<file path="src/rtl/rsr_pkg.sv">
// Package rsr_pkg
// Shared definitions for the recirculating shift register.
// Assumes nothing beyond IEEE 1800-2017 synthesizable subset.
package rsr_pkg;

    // Source selected by the front-end of the loop-start stage.
    typedef enum logic {
        LOOP_SRC_FEEDBACK = 1'b0,
        LOOP_SRC_SERIAL   = 1'b1
    } loop_src_e;

endpackage

</file>
<file path="src/rtl/rsr_len_decode.sv">
// Module rsr_len_decode
// Turns a raw length code into an effective length (clamped to 1..MAX_LEN),
// the index of the last field bit, and a one-hot vector marking the stage
// that closes the loop (stage MAX_LEN - L).
// Assumes MAX_LEN >= 2 and LEN_W wide enough to hold MAX_LEN.
module rsr_len_decode #(
    parameter int MAX_LEN = 64,
    parameter int LEN_W   = $clog2(MAX_LEN + 1),
    parameter int POS_W   = $clog2(MAX_LEN)
) (
    input  logic [LEN_W-1:0]   len_code,
    output logic [POS_W-1:0]   last_idx,
    output logic [MAX_LEN-1:0] start_oh
);

    localparam logic [LEN_W-1:0] LEN_MAX_C = LEN_W'(MAX_LEN);
    localparam logic [LEN_W-1:0] LEN_ONE_C = LEN_W'(1);

    logic [LEN_W-1:0] leff;
    logic [LEN_W-1:0] leff_m1;

    // Clamp the code into the legal range 1..MAX_LEN.
    always_comb begin
        if (len_code == '0)
            leff = LEN_ONE_C;
        else if (len_code > LEN_MAX_C)
            leff = LEN_MAX_C;
        else
            leff = len_code;
    end

    // Index of the final bit of a pass.
    assign leff_m1  = leff - LEN_ONE_C;
    assign last_idx = leff_m1[POS_W-1:0];

    // Stage i closes the loop when the loop covers stages i..MAX_LEN-1.
    for (genvar i = 0; i < MAX_LEN; i++) begin : g_start
        assign start_oh[i] = (leff == LEN_W'(MAX_LEN - i));
    end

endmodule

</file>
<file path="src/rtl/rsr_stage.sv">
// Module rsr_stage
// One storage stage: a 2:1 multiplexer choosing between the chain input
// (previous stage or serial input) and the loop source, followed by a
// D flip-flop that updates only when enabled.
// Assumes synchronous active-low reset.
module rsr_stage (
    input  logic clk,
    input  logic rst_n,
    input  logic en,
    input  logic sel_loop,
    input  logic chain_d,
    input  logic loop_d,
    output logic q
);

    logic d_mux;

    // Front-end multiplexer.
    assign d_mux = sel_loop ? loop_d : chain_d;

    // Storage flip-flop with hold when not enabled.
    always_ff @(posedge clk) begin
        if (!rst_n)
            q <= 1'b0;
        else if (en)
            q <= d_mux;
    end


    loop_capture_chk: assert property (@(posedge clk) disable iff (!rst_n)
        en && sel_loop |=> q == $past(loop_d));


    stage_hold_chk: assert property (@(posedge clk) disable iff (!rst_n)
        !en |=> $stable(q));

endmodule

</file>
<file path="src/rtl/rsr_pos_ctr.sv">
// Module rsr_pos_ctr
// Tracks which field bit is at the output. Cleared by any load shift,
// advanced by each run shift, wrapping after the last index. If the length
// shrinks below the current position, the next advance wraps to zero.
module rsr_pos_ctr #(
    parameter int POS_W = 6
) (
    input  logic             clk,
    input  logic             rst_n,
    input  logic             clr,
    input  logic             adv,
    input  logic [POS_W-1:0] last_idx,
    output logic             at_last
);

    logic [POS_W-1:0] pos_q;

    // Position register: clear on load, step and wrap on run shifts.
    always_ff @(posedge clk) begin
        if (!rst_n)
            pos_q <= '0;
        else if (clr)
            pos_q <= '0;
        else if (adv) begin
            if (pos_q >= last_idx)
                pos_q <= '0;
            else
                pos_q <= pos_q + POS_W'(1);
        end
    end

    // Flag that the output currently holds the last bit of the pass.
    assign at_last = (pos_q == last_idx);


    load_restart_chk: assert property (@(posedge clk) disable iff (!rst_n)
        clr |=> pos_q == '0);


    pass_wrap_chk: assert property (@(posedge clk) disable iff (!rst_n)
        adv && !clr && at_last |=> pos_q == '0);


    pos_hold_chk: assert property (@(posedge clk) disable iff (!rst_n)
        !adv && !clr |=> $stable(pos_q));

endmodule

</file>
<file path="src/rtl/rsr_loop_shifter.sv">
// Module rsr_loop_shifter (top)
// Variable-length recirculating shift register. MAX_LEN stages form a chain
// whose last stage drives ser_out. The stage picked by the length code takes
// the loop source: the serial input in load mode, the last stage otherwise.
// Assumes len_code is stable during a pass; changing it mid-pass restarts
// at a loop boundary only on the next load.
module rsr_loop_shifter #(
    parameter int MAX_LEN = 64,
    parameter int LEN_W   = $clog2(MAX_LEN + 1)
) (
    input  logic             clk,
    input  logic             rst_n,
    input  logic             load_mode,
    input  logic             shift_en,
    input  logic [LEN_W-1:0] len_code,
    input  logic             ser_in,
    output logic             ser_out,
    output logic             end_of_field
);

    import rsr_pkg::*;

    localparam int POS_W = $clog2(MAX_LEN);

    logic [MAX_LEN-1:0] stg_q;
    logic [MAX_LEN-1:0] chain_d;
    logic [MAX_LEN-1:0] start_oh;
    logic [POS_W-1:0]   last_idx;
    loop_src_e          loop_sel;
    logic               loop_d;
    logic               run_shift;
    logic               load_shift;
    logic               at_last;

    // Qualify shift kinds.
    assign run_shift  = shift_en && !load_mode;
    assign load_shift = shift_en && load_mode;

    // Loop source: serial data while loading, wrap-around otherwise.
    assign loop_sel = load_mode ? LOOP_SRC_SERIAL : LOOP_SRC_FEEDBACK;
    assign loop_d   = (loop_sel == LOOP_SRC_SERIAL) ? ser_in : stg_q[MAX_LEN-1];

    rsr_len_decode #(
        .MAX_LEN (MAX_LEN),
        .LEN_W   (LEN_W),
        .POS_W   (POS_W)
    ) u_len (
        .len_code (len_code),
        .last_idx (last_idx),
        .start_oh (start_oh)
    );

    // Chain of stages; stage 0 takes the serial input on its chain side.
    for (genvar i = 0; i < MAX_LEN; i++) begin : g_stage
        if (i == 0) begin : g_head
            assign chain_d[i] = ser_in;
        end else begin : g_body
            assign chain_d[i] = stg_q[i-1];
        end

        rsr_stage u_stage (
            .clk      (clk),
            .rst_n    (rst_n),
            .en       (shift_en),
            .sel_loop (start_oh[i]),
            .chain_d  (chain_d[i]),
            .loop_d   (loop_d),
            .q        (stg_q[i])
        );
    end

    rsr_pos_ctr #(
        .POS_W (POS_W)
    ) u_pos (
        .clk      (clk),
        .rst_n    (rst_n),
        .clr      (load_shift),
        .adv      (run_shift),
        .last_idx (last_idx),
        .at_last  (at_last)
    );

    // Output taps.
    assign ser_out      = stg_q[MAX_LEN-1];
    assign end_of_field = run_shift && at_last;


    eof_qualify_chk: assert property (@(posedge clk) disable iff (!rst_n)
        end_of_field |-> shift_en && !load_mode);


    out_hold_chk: assert property (@(posedge clk) disable iff (!rst_n)
        !shift_en |=> $stable(ser_out));


    recirc_chk: assert property (@(posedge clk) disable iff (!rst_n)
        run_shift |=> stg_q[MAX_LEN - 1 - int'(last_idx)] == $past(ser_out));

endmodule

</file>
<file path="config.mk">
export PLATFORM = sky130hd
export DESIGN_NAME = rsr_loop_shifter
export DESIGN_NICKNAME = d
export VERILOG_FILES = /design/src/rtl/rsr_pkg.sv /design/src/rtl/rsr_len_decode.sv /design/src/rtl/rsr_stage.sv /design/src/rtl/rsr_pos_ctr.sv /design/src/rtl/rsr_loop_shifter.sv
export SDC_FILE = /design/constraint.sdc
export NUM_CORES = 1
export LEC_CHECK = 0
export BUFFER_PORTS_ARGS = -buffer_cell sky130_fd_sc_hd__buf_2
export CORE_ASPECT_RATIO = 1.5
export CORE_MARGIN = 2
export CORE_UTILIZATION = 35
export CTS_CLUSTER_SIZE = 25
export DETAILED_ROUTE_END_ITERATION = 10
export GPL_TIMING_DRIVEN = 0
export PLACE_DENSITY = 0.61
export SYNTH_ARGS = -nofsm -noshare
export SYNTH_HDL_FRONTEND = slang
export SYNTH_SLANG_ARGS = --single-unit
</file>
<file path="constraint.sdc">
create_clock -name clk -period 4.6 [get_ports clk]
set_input_delay 0.46 -clock clk [delete_from_list [all_inputs] [get_ports clk]]
set_output_delay 0.46 -clock clk [all_outputs]
set_load 0.01 [all_outputs]
</file>
Word-level counts from Yosys, hierarchy flattened --
Cells that the tools add are included.
Storage, ports and cells: register bits after elaboration 70, output and inout port bits 2
Cells by class: add/sub/neg operators 2, magnitude comparators 2, eq/ne operators 65, muxes and demuxes 69, bitwise logic cells 1, reduce and logical (&&, ||, !) cells 6
Operator list (count):
- 7-bit by 6-bit == test with 1-bit output, second input constant | 32
- 7-bit by 5-bit == test with 1-bit output, second input constant | 16
- 1-bit two-way mux | 66
- 7-bit by 4-bit == test with 1-bit output, second input constant | 8
- 7-bit by 3-bit == test with 1-bit output, second input constant | 4
- 7-bit by 2-bit == test with 1-bit output, second input constant | 2
- 7-bit two-way mux | 2
- 7-bit by 1-bit == test with 1-bit output, second input constant | 1
- 7-bit == test, second input constant | 1
- 7-bit greater-than comparator, second input constant | 1
- 7-bit zero test | 1
- 6-bit by 1-bit adder with 6-bit output, second input constant | 1
- 6-bit == test | 1
- 6-bit greater-or-equal comparator | 1
- 6-bit two-way mux | 1
- 6-bit by 1-bit subtractor with 6-bit output, second input constant | 1
- 1-bit logical AND | 3
- 2-bit OR reduction | 1
- 1-bit zero test | 1
- 1-bit inverter | 1

Longest topological paths before layout --
Gate-level depths: netlist of the first run.
word-level depth 6, mapped depth 14

Hierarchy --
From an unflattened synthesis of the first run, not the netlist that was laid out.
Second synthesis, totals: cells, all modules 429, area total of the unflattened synthesis 3794.9 µm²
By module, submodules not included:
- rsr_stage | times used 64, cells an instance 4, area an instance 40.0 µm²
- rsr_len_decode | times used 1, cells an instance 121, area an instance 780.7 µm²
- rsr_pos_ctr | times used 1, cells an instance 48, area an instance 410.4 µm²
- rsr_loop_shifter | times used 1, cells an instance 4, area an instance 41.3 µm²

Least setup slack after synthesis of the first run --
Ideal clock, no wire load.
kind input-to-reg, start point input len_code[4], end point register u_pos.pos_q[0], library setup time 0.067 ns, arrival time 3.244 ns, required time 4.533 ns, setup slack 1.289 ns, stages 14, buffers on the path 2, cells stage by stage buf_2 > or3_1 > clkbuf_1 > o41ai_2 > inv_1 > ha_1 > nand2_1 > mux2_2 > o22ai_1 > ha_1 > a21o_1 > a2111oi_0 > o221ai_1 > nor2_1
On the way: word-level cells in the longest chain between the ends 6, elaborated cells between the ends (all ways) 7, classes of those cells add/sub (1); order compare (2); mux (3); reduce/logical (1)
RTL lines:
- start, declared | line rsr_loop_shifter.sv:15 | input logic [LEN_W-1:0] len_code,
- 7-bit greater-than comparator | line rsr_len_decode.sv:26 | else if (len_code > LEN_MAX_C)
- 7-bit two-way mux | line rsr_len_decode.sv:26
- 7-bit two-way mux (*) | line rsr_len_decode.sv:24 | if (len_code == '0)
- 6-bit by 1-bit subtractor with 6-bit output (*) | line rsr_len_decode.sv:33 | assign leff_m1 = leff - LEN_ONE_C;
- 6-bit greater-or-equal comparator (*) | line rsr_pos_ctr.sv:25 | if (pos_q >= last_idx)
- 6-bit two-way mux (*) | line rsr_pos_ctr.sv:25
- end signal, assigned | line rsr_pos_ctr.sv:28 | pos_q <= pos_q + POS_W'(1);
- end, declared | line rsr_pos_ctr.sv:16 | logic [POS_W-1:0] pos_q;
Mark *: on every way between the ends. The rest lies on a longest branch, timed or not. A chain may end at the register's enable or synchronous reset.

Final worst setup path of the first run --
start point input len_code[4], end point output end_of_field
On the way: word-level cells in the longest chain between the ends 6, elaborated cells between the ends (all ways) 7, classes of those cells add/sub (1); order compare (1); eq/ne (1); mux (2); reduce/logical (2)
RTL lines:
- 7-bit greater-than comparator | line rsr_len_decode.sv:26
- 7-bit two-way mux | line rsr_len_decode.sv:26
- 7-bit two-way mux (*) | line rsr_len_decode.sv:24
- 6-bit by 1-bit subtractor with 6-bit output (*) | line rsr_len_decode.sv:33
- 6-bit == test (*) | line rsr_pos_ctr.sv:33 | assign at_last = (pos_q == last_idx);
- 1-bit logical AND (*) | line rsr_loop_shifter.sv:85 | assign end_of_field = run_shift && at_last;
- end, declared | line rsr_loop_shifter.sv:18 | output logic end_of_field
Marked as above.

==> qor.txt, run 1 <==
Cell count after synthesis -> 441
Worst Setup Path Type -> input pin to output pin
Startpoint Class -> input pin
CTS buffer count -> 9
Slowest-stage cell, CP -> o41ai_2
Syn Nets -> 465
Vias in the first global route -> 3,378
Final Non-Filler Cells -> 610
Post-DRT Antenna Nets -> 0
Area growth, synth to finish -> 13.0%
GPL Wtd Cong -> 0.913
Worst min path class -> input pin to register
Worst Hold Path EP -> g_stage[61].u_stage.q
Placed cells -> 595
Dpl hpwl -> 8.09 mm
Final setup fails -> 0
Commonest cells in the netlist -> dfxtp_1 (70), nand3_1 (52), nand2_1 (39)
Total gr overflow -> 0
Hold Slack -> 0.395 ns
Final Hold Viols -> 0
Vias post-DR -> 3,489
Count leader, synth -> dfxtp_1
TNS Setup -> 0 ns
CP required -> 4.14 ns
Nets@finish -> 486
Setup repair bufs after CTS -> 0
WL/cell -> 18.3 µm
Clock Tree Buf Depth -> 2
Drt first-iter violations -> 353
Placeable Area -> 10,500 µm²
Vias per inst -> 5.72
Drt first pass iters -> 5
Worst setup path start -> len_code[4]
Tcrit/Tclk final -> 77.6%
DP Worst Slack -> 0.662 ns
Worst-Margin Slew -> 0.641 ns
ANT cells -> 0
Slew headroom -> 57.2%
Layout cells sized above 1 -> 14.8%
Ys Warns -> 0
Reg2reg setup slack -> 2.81 ns
Overall Global Routing Usage -> 20.7%
Die Area -> 11,600 µm²
CTS tree -> yes
Syn_area_per_cell -> 8.49 µm²
Register area share after synthesis -> 37.4%
Synth top area share -> 37.4%
WL final -> 11.2 mm
Worst reg2reg path startpoint -> u_pos.pos_q[4]
Post-synth EDFFs -> 0
Hold wc startpoint -> rst_n
Die Width -> 88.4 µm
Fin crit period -> 3.57 ns
Worst hold stages -> 3
Prevailing post-synth register cell -> dfxtp_1
Ys async rst share -> 0%
Peak supply drop -> 0.233 mV
FF-to-FF path depth -> 5
# hold bufs at CTS -> 0
Mapped cell area -> 3740 µm²
Peak fanout along the critical path -> 10
Post-route cell area -> 4230 µm²
Initial core utilization -> 35.7%
Cell Pwr Density -> 332 nW/µm²
Critical path cell sequence -> buf_2 -> buf_2 -> or3_1 -> clkbuf_1 -> o41ai_2 -> inv_1 -> ha_1 -> nand2_1 -> mux2_2 -> o22ai_1 -> ha_1 -> nand4_1 -> nor2_1 -> buf_2
Area leader, netlist -> dfxtp_1
# IOs -> 14
Initial antenna violation count -> 0
Post-cts sizing count -> 0
Flops & latches, synth -> 70
Placed cell area -> 3970 µm²
Clock latency at the later pin of the worst-skew pair -> 0.34 ns
Die Y -> 131 µm
Number of distinct library cells after synthesis -> 52
RSZ-0062 raised after global routing -> false
Max Fclk -> 0.280 GHz
H-tree lvl count -> 3
Root Driver -> clkbuf_16
Synth top area cells -> dfxtp_1 (37%), nand3_1 (7.0%), a221o_1 (5.3%), a32oi_1 (4.9%), o21ai_0 (4.8%)
RR Endpoint -> u_pos.pos_q[2]
CP peak stage delay -> 0.36 ns
Clk pin slew, worst setup/hold paths -> 0.05 ns
Critical path capture point type -> output pin
Status -> finished clean
Fin. max-slew vios -> 0
First-pass GRT wire length -> 17.9 mm
# port buffers -> 10
Max-cap viol count -> 0
Worst EP arrival -> 3.11 ns
DRC -> 0
Row cnt -> 46
Worst setup margin -> 1.03 ns
Clock Skew -> 0.00780 ns
Clk sink count -> 70
CP most frequent cell -> buf_2
Largest net degree at the start of global routing -> 12
Leak -> 1.55 nW
layer usage:
| layer | track usage [%] | wire (µm) | vias up |
|---|---|---|---|
| met2 | 37.5 | 5930 | 109 |
| met5 | 0 | 0 | - |
| met4 | 9.00 | 345 | 0 |
| met1 | 22.8 | 4360 | 1668 |
| li1 | - | - | 1686 |
| met3 | 4.52 | 524 | 26 |
worst max-delay path, delay by kind of cell:
family | cells | cell delay [ns]
mux | 1 | 0.13
buf+inv | 5 | 0.81
simple gates | 4 | 0.69
compound gates | 2 | 0.44
fa+ha+maj | 2 | 0.59
metrics by stage:
| step | util [%] | power, mW |
|---|---|---|
| floorplan | - | 0.742 |
| global placement | 37.9 | 0.787 |
| finish | 40.4 | 1.40 |
| CTS | 40.4 | 1.41 |
| global route | 40.4 | 1.45 |
| detailed placement | 37.9 | 0.790 |
state kept, by name, summed over array words and instances (netlist names):
signal             cells
u_pos.pos_q            6
g_stage.u_stage.q     64
where the power goes:
part	total, mW	internal, mW	switching [mW]	leakage, nW
clock	0.625	0.358	0.267	0.128
sequential	0.627	0.619	0.00797	0.568
combinational	0.152	0.0506	0.101	0.855
cells in the final DEF, fill, tap and decap left out, types with 7 or more instances in the layout:
cell,n
clkbuf_16,9
dfxtp_1,70
buf_2,28
a21oi_1,17
nor3b_1,11
clkbuf_1,13
nor3_1,18
inv_1,7
o21ai_0,36
nand2_1,39
a32oi_1,21
nor2_1,20
a221o_1,20
nand3_1,52
buf_6,7
ha_1,12
o211ai_1,7
worst max-delay path by stage:
stage,to,slack [ns],depth (start not counted)
floorplan,u_pos.pos_q[0],1.29,14
global placement,u_pos.pos_q[2],0.69,15
detailed placement,u_pos.pos_q[5],0.66,15
CTS,end_of_field,0.97,14
global route,u_pos.pos_q[1],0.75,15
finish,end_of_field,1.03,14
cell type report:
| cell class | instances | area (µm²) |
|---|---|---|
| clock inverter | 5 | 27.5 |
| sequential | 70 | 1400 |
| buffer | 41 | 240 |
| inverter | 7 | 26.3 |
| tap | 144 | 180 |
| multi-input combinational | 323 | 2080 |
| clock buffer | 10 | 229 |
| fill | 1095 | 6240 |
| timing repair buffer | 10 | 50.0 |
logic make-up (layout without fill, tap and decap cells):
group,Yosys count,in the layout,synth area share [%]
DFF,70,70,37.4
xor gates and xnor gates,6,6,1.40
muxes,2,2,0.568
and+or+nand+nor,181,181,26.3
adders and majority gates,12,12,4.01
AOI/OAI and AO/OA,122,122,23.2
buffers and inverters,48,73,7.12
Note: power is estimated with default switching activity, not from simulation.
==> run 2: changes to the inputs <==
- PLACE_DENSITY: 0.61 -> 0.63
- clock period: 4.6 -> 3 ns (I/O delays scaled with it)
==> qor.txt, run 2 (synthesis gave the netlist of run 1 again) <==
M2 GR Usage -> 36.0%
Final Non-Filler Cells -> 616
Switch share -> 25.2%
Final setup fails -> 0
GPL Wtd Cong -> 0.934
Worst-Margin Slew -> 0.635 ns
Slowest-stage cell, CP -> or3_4
Filler cell count -> 1,084
Row cnt -> 46
Dpl hpwl -> 7.91 mm
FF/Latch Area -> 1400 µm²
Drt first pass iters -> 5
Clock Tree Buf Depth -> 2
Int Power -> 1.76 mW
# IOs -> 14
# port buffers -> 10
Worst min path class -> input pin to register
Overall Global Routing Usage -> 20.3%
Largest regs -> g_stage.u_stage.q (64), u_pos.pos_q (6)
CTS tree -> yes
Root Driver -> clkbuf_16
Post-route cell area -> 4420 µm²
GR Util met1 -> 22.8%
Fin crit period -> 2.90 ns
Clk sink count -> 70
Nets@finish -> 491
Clock latency at the later pin of the worst-skew pair -> 0.34 ns
GRT Max-Usage Layer -> met2
Clk pin slew, worst setup/hold paths -> 0.05 ns
First-pass GRT wire length -> 18.1 mm
Final Hold Viols -> 0
Initial antenna violation count -> 0
Status -> finished clean
Area growth, synth to finish -> 18.1%
GRT met3 Usage -> 4.15%
Switching power -> 0.593 mW
Placed cells -> 595
ANT cells -> 0
CTS buffer count -> 9
H-tree lvl count -> 3
CP peak stage delay -> 0.37 ns
Reg with most FFs -> g_stage.u_stage.q
Logic pwr share -> 10.7%
Placed cell area -> 4020 µm²
Leak -> 1.64 nW
Cell Pwr Density -> 533 nW/µm²
Clk pwr share -> 48.4%
Tcrit/Tclk final -> 96.7%
Commonest non-fill, non-tap cell in the layout -> dfxtp_1
Vias per inst -> 5.84
Clock Skew -> 0.00673 ns
Worst EP arrival -> 2.60 ns
Die Y -> 131 µm
Largest net degree at the start of global routing -> 13
CP most frequent cell -> ha_4
Critical path cell sequence -> buf_4 -> or3_4 -> buf_8 -> o41ai_4 -> inv_2 -> ha_4 -> nand2_1 -> mux2_4 -> o22ai_2 -> ha_4 -> nand4_1 -> nor2_2 -> buf_2
Max-cap viol count -> 0
Max Fclk -> 0.345 GHz
Peak fanout along the critical path -> 11
Area taken by multi-input logic gates -> 2150 µm²
Final Core Density -> 42.2%
Max FFs per register -> 64
Initial core utilization -> 35.7%
Vias post-DR -> 3,598
Die Area -> 11,600 µm²
Die Width -> 88.4 µm
Worst Setup Path Type -> input pin to output pin
Layout cells sized above 1 -> 18.0%
Startpoint Class -> input pin
WL/cell -> 17.9 µm
CP required -> 2.70 ns
WL final -> 11.0 mm
Commonest cells after routing, fill and taps aside -> dfxtp_1 (70), nand3_1 (52), nand2_1 (39)
Slew headroom -> 57.7%
Vias in the first global route -> 3,508
Placeable Area -> 10,500 µm²
Drt first-iter violations -> 345
Sequential power share -> 40.8%
Total gr overflow -> 0
Critical path capture point type -> output pin
Post-DRT Antenna Nets -> 0
DRC -> 0
Fin. max-slew vios -> 0
Peak supply drop -> 0.335 mV
-- run 2: cell count changes in the layout (fill, tap and decap cells not counted), sizes merged --
cell      previous run  this run
buf                 39        45
bufinv               0         2
clkbuf              22        20
clkinv               4         5
clkinvlp             1         0
-- run 2: critical path, delay by kind of cell --
family                   cells  cell delay, ns
AO/OA/AOI/OAI                2            0.43
multiplexers                 1            0.14
buffers and inverters        4            0.51
AND/OR/NAND/NOR              4            0.73
adder cells (fa/ha/maj)      2            0.47
-- run 2: repair_timing --
| action | 4_1_cts | 5_1_grt |
|---|---|---|
| hold buffers | 0 | 0 |
| endpoints found under the setup margin | 7 | 7 |
| gates resized for setup | 1 | 9 |
| setup buffers | 2 | 4 |
| pin swaps | 3 | 4 |
-- run 2: cell type report --
type | instances | area share, %
Inverter | 7 | 0.594
Multi-Input combinational cell | 323 | 48.7
Clock inverter | 7 | 2.01
Sequential cell | 70 | 31.7
Clock buffer | 9 | 5.09
Tap cell | 144 | 4.08
Timing Repair Buffer | 16 | 2.21
Buffer | 40 | 5.58
-- run 2: through the flow --
step                power, mW  hold WS [ns]  TNS [ns]  setup slack, ns
finish                   2.35         0.240         0            0.100
global route             2.43         0.246   -0.0521          -0.0429
CTS                      2.35         0.228         0         0.000631
detailed placement       1.22         0.451     -4.47           -0.462
global placement         1.21         0.440     -2.80           -0.327
floorplan                1.14         0.425         0          0.00755
-- run 2: power groups by stage --
stage / Sequential [mW] / Clock [mW] / Combinational (mW)
finish: 0.962 / 1.14 / 0.252
global route: 0.963 / 1.19 / 0.275
CTS: 0.961 / 1.15 / 0.239
detailed placement: 0.982 / 0 / 0.236
global placement: 0.981 / 0 / 0.232
floorplan: 0.978 / 0 / 0.165
-- run 2: final timing paths --
path | depth (start not counted) | start | end | slack, ns
setup reg to reg | 5 | u_pos.pos_q[5] | u_pos.pos_q[2] | 1.36
setup / recovery | 13 | len_code[4] | end_of_field | 0.10
hold / removal | 3 | rst_n | g_stage[32].u_stage.q | 0.24
hold reg to reg | 2 | g_stage[58].u_stage.q | g_stage[58].u_stage.q | 0.47
-- run 2: metal layers --
| metal | wire [µm] | vias up |
|---|---|---|
| met5 | 0 | - |
| met4 | 431 | 0 |
| met3 | 512 | 29 |
| met2 | 5720 | 132 |
| met1 | 4360 | 1732 |
| li1 | - | 1705 |
